===== src/rtl/freq_disc_pkg.sv =====
package freq_disc_pkg;

  localparam int CTRL_W     = 32;
  localparam int MUL_LSB    = 15;
  localparam int EN_BIT     = 14;
  localparam int DEC_LSB    = 11;
  localparam int LAG_LSB    = 0;
  localparam int MUL_FLD_W  = 2;
  localparam int DEC_FLD_W  = 3;
  localparam int LAG_FLD_W  = 3;

  typedef struct packed {
    logic [MUL_FLD_W-1:0] mul;
    logic                 en;
    logic [DEC_FLD_W-1:0] dec;
    logic [LAG_FLD_W-1:0] lag;
  } fd_cfg_t;

  function automatic fd_cfg_t fd_decode(input logic [CTRL_W-1:0] w);
    fd_cfg_t c;
    c.mul = w[MUL_LSB +: MUL_FLD_W];
    c.en  = w[EN_BIT];
    c.dec = w[DEC_LSB +: DEC_FLD_W];
    c.lag = w[LAG_LSB +: LAG_FLD_W];
    return c;
  endfunction

  // Code 0 selects the largest factor; other codes are the factor itself.
  function automatic logic [DEC_FLD_W:0] fd_dec_factor(input logic [DEC_FLD_W-1:0] f);
    logic [DEC_FLD_W:0] r;
    if (f == '0) r = {1'b1, {DEC_FLD_W{1'b0}}};
    else         r = {1'b0, f};
    return r;
  endfunction

endpackage


===== src/rtl/fd_prescale.sv =====
module fd_prescale #(
  parameter int PHASE_W = 16,
  parameter int MUL_W   = 2
) (
  input  logic [PHASE_W-1:0] phase_raw,
  input  logic [MUL_W-1:0]   mul_code,
  output logic [PHASE_W-1:0] phase_scaled
);

  localparam int N_SHIFT = 1 << MUL_W;

  logic [PHASE_W-1:0] cand [N_SHIFT];

  genvar s;
  generate
    for (s = 0; s < N_SHIFT; s++) begin : g_shift
      assign cand[s] = phase_raw << s;
    end
  endgenerate

  assign phase_scaled = cand[mul_code];

  always_comb begin
    a_low_zero_r2: assert (mul_code == '0 || phase_scaled[0] == 1'b0);
  end

endmodule


===== src/rtl/fd_lag_diff.sv =====
module fd_lag_diff #(
  parameter int PHASE_W = 16,
  parameter int DEPTH   = 8
) (
  input  logic                     clk,
  input  logic                     rst,
  input  logic                     clear,
  input  logic                     accept,
  input  logic [PHASE_W-1:0]       sample_in,
  input  logic [$clog2(DEPTH)-1:0] lag_sel,
  output logic [PHASE_W-1:0]       diff_out
);

  localparam int SEL_W = $clog2(DEPTH);

  // Modular subtraction: a wrap of the phase gives the short-way difference.
  function automatic logic [PHASE_W-1:0] wrap_sub(input logic [PHASE_W-1:0] a,
                                                  input logic [PHASE_W-1:0] b);
    return a - b;
  endfunction

  logic [PHASE_W-1:0] hist_q [DEPTH];
  logic [PHASE_W-1:0] tap_sel;
  logic [SEL_W-1:0]   sel_w;

  assign sel_w = lag_sel;

  genvar t;
  generate
    for (t = 0; t < DEPTH; t++) begin : g_hist
      logic [PHASE_W-1:0] feed;
      if (t == 0) begin : g_head
        assign feed = sample_in;
      end else begin : g_body
        assign feed = hist_q[t-1];
      end
      always_ff @(posedge clk) begin
        if (rst || clear)   hist_q[t] <= '0;
        else if (accept)    hist_q[t] <= feed;
      end
    end
  endgenerate

  assign tap_sel  = hist_q[sel_w];
  assign diff_out = wrap_sub(sample_in, tap_sel);

  p_hist_head_r3: assert property (@(posedge clk) disable iff (rst)
    (accept && !clear) |=> (hist_q[0] == $past(sample_in)));

  p_hist_idle_r7: assert property (@(posedge clk) disable iff (rst)
    (!accept && !clear) |=> $stable(hist_q[DEPTH-1]));

  p_hist_clear_r5: assert property (@(posedge clk) disable iff (rst)
    clear |=> (hist_q[0] == '0 && hist_q[DEPTH-1] == '0));

endmodule


===== src/rtl/fd_decim.sv =====
module fd_decim #(
  parameter int DEC_W = 3
) (
  input  logic             clk,
  input  logic             rst,
  input  logic             clear,
  input  logic             accept,
  input  logic [DEC_W-1:0] field,
  output logic             fire
);
  import freq_disc_pkg::*;

  localparam int CNT_W = DEC_W;

  logic [DEC_W-1:0] field_q;
  logic [CNT_W-1:0] cnt_q;
  logic [CNT_W-1:0] cnt_eff;
  logic [DEC_W:0]   factor;
  logic             field_moved;
  logic             at_last;

  assign factor      = fd_dec_factor(field);
  assign field_moved = (field != field_q);
  assign cnt_eff     = field_moved ? '0 : cnt_q;
  assign at_last     = ({1'b0, cnt_eff} == factor - 1'b1);
  assign fire        = accept && !clear && at_last;

  always_ff @(posedge clk) begin
    if (rst) begin
      field_q <= '0;
      cnt_q   <= '0;
    end else begin
      field_q <= field;
      if (clear)        cnt_q <= '0;
      else if (accept)  cnt_q <= at_last ? '0 : cnt_eff + 1'b1;
      else              cnt_q <= cnt_eff;
    end
  end

  p_cnt_in_range_r4: assert property (@(posedge clk) disable iff (rst)
    1'b1 |=> ({1'b0, cnt_q} < fd_dec_factor(field_q)));

  p_restart_r6: assert property (@(posedge clk) disable iff (rst)
    (field != field_q && !accept) |=> (cnt_q == '0));

endmodule


===== src/rtl/freq_disc.sv =====
module freq_disc #(
  parameter int PHASE_W = 16,
  parameter int DEPTH   = 8
) (
  input  logic        clk,
  input  logic        rst,
  input  logic [31:0] ctrl_word,
  input  logic        phase_vld,
  input  logic [15:0] phase_in,
  output logic        freq_vld,
  output logic [15:0] freq_out
);
  import freq_disc_pkg::*;

  fd_cfg_t            cfg;
  logic               accept;
  logic               clear;
  logic [PHASE_W-1:0] scaled;
  logic [PHASE_W-1:0] diff;
  logic               fire;

  assign cfg    = fd_decode(ctrl_word);
  assign accept = phase_vld && cfg.en;
  assign clear  = !cfg.en;

  fd_prescale #(.PHASE_W(PHASE_W), .MUL_W(MUL_FLD_W)) u_scale (
    .phase_raw   (phase_in),
    .mul_code    (cfg.mul),
    .phase_scaled(scaled)
  );

  fd_lag_diff #(.PHASE_W(PHASE_W), .DEPTH(DEPTH)) u_lag (
    .clk      (clk),
    .rst      (rst),
    .clear    (clear),
    .accept   (accept),
    .sample_in(scaled),
    .lag_sel  (cfg.lag),
    .diff_out (diff)
  );

  fd_decim #(.DEC_W(DEC_FLD_W)) u_dec (
    .clk   (clk),
    .rst   (rst),
    .clear (clear),
    .accept(accept),
    .field (cfg.dec),
    .fire  (fire)
  );

  always_ff @(posedge clk) begin
    if (rst) begin
      freq_vld <= 1'b0;
      freq_out <= '0;
    end else begin
      freq_vld <= fire;
      if (fire) freq_out <= diff;
    end
  end

  p_vld_after_sample_r8: assert property (@(posedge clk) disable iff (rst)
    freq_vld |-> $past(phase_vld && ctrl_word[EN_BIT]));

  p_disabled_silent_r5: assert property (@(posedge clk) disable iff (rst)
    !ctrl_word[EN_BIT] |=> !freq_vld);

  p_unit_rate_r4: assert property (@(posedge clk) disable iff (rst)
    (phase_vld && ctrl_word[EN_BIT] && ctrl_word[DEC_LSB +: DEC_FLD_W] == 3'd1) |=> freq_vld);

  p_idle_quiet_r7: assert property (@(posedge clk) disable iff (rst)
    !phase_vld |=> !freq_vld);

endmodule


===== config.mk =====
export PLATFORM = sky130hd
export DESIGN_NAME = freq_disc
export DESIGN_NICKNAME = d
export VERILOG_FILES = /design/src/rtl/freq_disc_pkg.sv /design/src/rtl/fd_prescale.sv /design/src/rtl/fd_lag_diff.sv /design/src/rtl/fd_decim.sv /design/src/rtl/freq_disc.sv
export SDC_FILE = /design/constraint.sdc
export NUM_CORES = 1
export LEC_CHECK = 0
export BUFFER_PORTS_ARGS = -buffer_cell sky130_fd_sc_hd__buf_4
export CAP_MARGIN = 30
export CORE_UTILIZATION = 40
export DETAILED_ROUTE_END_ITERATION = 16
export GPL_ROUTABILITY_DRIVEN = 1
export PLACE_DENSITY = 0.66
export SYNTH_ARGS = -nofsm -noshare
export SYNTH_HDL_FRONTEND = slang
export SYNTH_SLANG_ARGS = --single-unit

===== constraint.sdc =====
create_clock -name clk -period 4.9 [get_ports clk]
set_input_delay 0.245 -clock clk [delete_from_list [all_inputs] [get_ports clk]]
set_output_delay 0.245 -clock clk [all_outputs]
set_load 0.01 [all_outputs]

## After elaboration in Yosys (flattened, before gate mapping)

Memories as Yosys holds them, arrays and structs flattened.
Cells that the tools add are included.

| word-level totals | value |
|---|---|
| flip-flop bits (word level) | 23 |
| latch bits | 0 |
| RAM bits | 128 |
| ROM bits | 0 |
| input bits | 51 |
| memories kept | 1 |

| cells by class | value |
|---|---|
| add/sub/neg operators | 3 |
| multipliers | 0 |
| div/mod/pow operators | 0 |
| magnitude comparators | 1 |
| equality and inequality tests | 2 |
| shift operators | 0 |
| muxes and demuxes | 20 |
| bitwise operators | 10 |
| reductions and logical operators | 7 |

Memories:

| memory | words | bits a word | read ports | clocked after memory_dff | write ports | line | source |
|---|---|---|---|---|---|---|---|
| u_lag.hist_q | 8 | 16 | 8 | 0 | 8 | fd_lag_diff.sv:22 | `logic [PHASE_W-1:0] hist_q [DEPTH];` |

Operators by type and width:

| operator | count |
|---|---|
| 16-bit 2-to-1 mux | 10 |
| 16-bit binary-select mux with 2-bit select | 1 |
| 16-bit subtractor | 1 |
| 3-bit 2-to-1 mux | 3 |
| 1-bit bitwise OR | 8 |
| 1-bit 2-to-1 mux | 5 |
| 3-bit by 4-bit equality test with 1-bit output | 1 |
| 4-bit 2-to-1 mux | 1 |
| 4-bit by 1-bit subtractor with 4-bit output (second input constant) | 1 |
| 3-bit by 1-bit adder with 3-bit output (second input constant) | 1 |
| 3-bit >= comparator (second input constant) | 1 |
| 1-bit logical AND | 3 |
| 3-bit zero test | 1 |
| 3-bit inequality test | 1 |
| 2-bit inverter with 3-bit output | 1 |
| 2-bit OR reduction | 1 |
| 1-bit zero test | 1 |
| 1-bit logical OR | 1 |
| 1-bit inverter | 1 |

## Depth between registers and ports, before layout

| depth | value |
|---|---|
| word-level depth | 6 |
| depth in mapped cells | 14 |
| depth with buffers taken out | 12 |

## Cells and area by module

A second synthesis with hierarchy kept.

| unflattened totals | value |
|---|---|
| cells, all modules | 562 |
| area total of the unflattened synthesis | 7,759.9 µm² |

Modules (own cells, without submodules):

| module | times used | cells each | area each (µm²) | seq. area each (µm²) |
|---|---|---|---|---|
| fd_lag_diff | 1 | 427 | 6,351.1 | 3,843.7 |
| freq_disc | 1 | 56 | 618.1 | 340.3 |
| fd_decim | 1 | 44 | 446.7 | 120.1 |
| fd_prescale | 1 | 35 | 344.1 | 0.0 |

## Worst setup path before layout

No wires, ideal clock.

| timing | value |
|---|---|
| path type | input port to flip-flop |
| from | input port rst |
| to | memory u_lag.hist_q[0][0], enable pin |
| library setup time | 1,121 ps |
| data arrival time | 3,103 ps |
| required time | 3,779 ps |
| slack | 677 ps |
| stages on the path | 4 |
| buffers on the path | 2 |
| cells stage by stage | clkbuf_1 -> nor2b_1 -> clkbuf_1 -> nand2b_1 |

RTL lines:

| what | line | source |
|---|---|---|
| from (decl) | freq_disc.sv:6 | `input logic rst,` |
| to (decl) | fd_lag_diff.sv:22 |  |

==> results.ini <==
[run_status]
outcome=finished clean

[placed_design]
hpwl_um=10300
globalplace.congestion=0.903
dpl_worst_slack_ns=1.33
io_buffers=44

[cts]
cts_max_level=4
cts_hold_buf=0
root_buffer=clkbuf_16
insertion_delay_ns=0.43
cts.sinks=151
numCtsBuffers=17
tritoncts=done
post_cts_buffers=0
clk_pin_slew_ns=0.06
clk_path_buf_depth=2
ctsResizeCount=0

[sta]
fin_skew_ns=0.00687
rsz0062_at_grt=false
tns_ns=0
period_needed_ns=3.15
tightest_slew_ns=0.942
slew_viol_final=0
min_period_over_period_pct=64.2
setup_viol=0
hold_viol_final=0
slew-limit-headroom_pct=37.2
fin_hold_ws_ns=0.0873
worst_slack_ns=1.75
fmax_mhz=318

[synthesis]
synthMuxAreaShare_pct=15.0
synth_top_area_share_pct=50.1
synth_top_area_cell=edfxtp_1
syn_inst=582
synth-xor-area-share_pct=2.49
synth-edff-count=128
ys_async_sr_fraction_pct=0
synth_fa_ha_area_share_pct=3.03
yosys.area_share.simple_pct=15.1
synth_top_family_by_area=simple AND/OR/NAND/NOR gates
synth_cell_types=48
syn_area_um2=7670
seq_area_frac_synth_pct=56.1
synth_nets=651
ys.flop_type=edfxtp_1
synth.area.top_cells=edfxtp_1, and3_1, mux4_2
synth_seq_cells=151
yosys_warnings=0
avgSynthCellArea_um2=13.2
synth-compound-area-share_pct=5.58

[die]
io-pin-count=68
rows=50
fp.dieW_um=141
dieArea_um2=19700
core_um2=18800
initial_core_util_pct=40.9
die_y_um=141

[min_path]
min_to=u_dec.field_q[2]$_SDFF_PP0_
holdPathStages=2
hp-class=in -> reg
worstHoldStart=ctrl_word[13]

[worst_setup_path]
cp.arrival_ns=3.46
crit_path_start_kind=flop
r2r-start=u_lag.hist_q[4][1]$_SDFFCE_PN0P_
criticalPathCategory=reg -> reg
rr_worst_depth=10
path_buf_inv=0
required_ns=5.22
timing.rr.end=freq_out[9]$_SDFFE_PP0P_
crit_family=compound AO/OA/AOI/OAI gates
crit_chain=mux4_2 -> mux2i_1 -> ha_1 -> nor2b_1 -> o31ai_1 -> a21oi_1 -> o2bb2ai_2 -> nor2_1 -> or3_1 -> a32o_1
crit_path_end_kind=flop
crit_fanout=5
critPathSlowestCell=mux4_2
critPathMaxStageDelay_ns=0.48
r2r_setup_slack_ns=1.75

[detailed_routing]
via_per_inst=5.67
first_pass_iters=4
drt_iter0_drc=319
drtAntennaViolNets=0
dr_total_vias=4836
drc=0
wl_um=16000
wire_per_inst_um=18.8

[global_routing]
track_usage_pct=17.3
grt-ovfl-total=0
antenna_found_initial=0
grt_first_pass_wirelength_um=25800
grt_pass1_vias=4842
grt_max_degree=88

[flow_run]
drv_cap=0

[pwr]
power.density_nw_per_um2=371
p_leak_nw=3.87
peakVddDrop_mv=0.249

[cells_and_area]
syn2layout_area_growth_pct=14.6
drive_above_1_share_pct=19.4
fin_util_pct=46.9
antennaDiodeCount=0
nNetsFinal=675

cell families (layout without fill, tap and decap cells):
logic type,after synthesis,in the layout
and+or+nand+nor,202,202
buffers and inverters,50,87
adders and majority gates,18,18
AOI/OAI and AO/OA,64,64
xor gates and xnor gates,21,21
muxes,76,76
DFF,151,151
per-layer routing:
metal,GRT usage (%),vias up,part of all wire (%)
li1,-,2291,-
met5,0,-,0
met1,23.2,2441,47
met2,27.5,86,48
met4,6.46,0,1.5
met3,3.73,18,3.1
worst max-delay path by stage:
stage                                             endpoint  depth (start not counted)                        startpoint  slack (ns)
after floorplan           u_lag.hist_q[0][0]$_SDFFCE_PN0P_                          4                               rst        0.68
after global placement            freq_out[9]$_SDFFE_PP0P_                         11                      ctrl_word[0]        1.37
after detailed placement          freq_out[9]$_SDFFE_PP0P_                         11                      ctrl_word[0]        1.33
after CTS                         freq_out[9]$_SDFFE_PP0P_                         10  u_lag.hist_q[4][1]$_SDFFCE_PN0P_        1.73
after global routing              freq_out[9]$_SDFFE_PP0P_                         10  u_lag.hist_q[4][1]$_SDFFCE_PN0P_        1.58
final                             freq_out[9]$_SDFFE_PP0P_                         10  u_lag.hist_q[4][1]$_SDFFCE_PN0P_        1.75
registers in the layout (all words and copies together) (netlist names):
name and flops:
u_lag.hist_q 128, freq_out 16, u_dec.cnt_q 3, u_dec.field_q 3, freq_vld 1
area by class of cell:
| class | instances | area [um^2] |
|---|---|---|
| clock buffers | 17 | 425 |
| clock inverters | 15 | 200 |
| fillers | 1639 | 9970 |
| inverters | 6 | 22.5 |
| multi-input cells | 381 | 3180 |
| flip-flops and latches | 151 | 4300 |
| well taps | 234 | 293 |
| repair buffers | 49 | 368 |
where the power goes:
group	switching (mW)	internal (mW)	leakage [nW]
registers	0.0261	1.44	1.68
logic	0.230	0.171	1.90
clock network	0.538	0.854	0.299
layout by cell type, fill, tap and decap left out, types with 17 or more instances in the layout:
cell       instances
and3_1           113
nor2_1            31
mux4_2            31
dfxtp_1           23
a21oi_1           18
clkbuf_16         17
ha_1              17
mux2i_1           40
edfxtp_1         128
buf_4             49
synthesized netlist by cell type, drive strengths merged, types with 6 or more instances:
master / n
edfxtp: 128
and3: 113
mux2i: 40
clkbuf: 35
nor2: 32
mux4: 31
dfxtp: 23
a21oi: 18
ha: 17
and2: 15
nand2: 13
xor2: 11
xnor2: 10
buf: 9
a21o: 7
o21ai: 7
o31ai: 6
metrics by stage:
| stage | std cells | instance area, um^2 | power [mW] |
|---|---|---|---|
| detailed placement | 821 | 8170 | 1.90 |
| global route | 853 | 8790 | 3.39 |
| floorplan | 582 | 7670 | 1.79 |
| global placement | 821 | 8170 | 1.88 |
| CTS | 853 | 8790 | 3.29 |
| finish | 853 | 8790 | 3.26 |
Power figures use the tool's default switching activity.
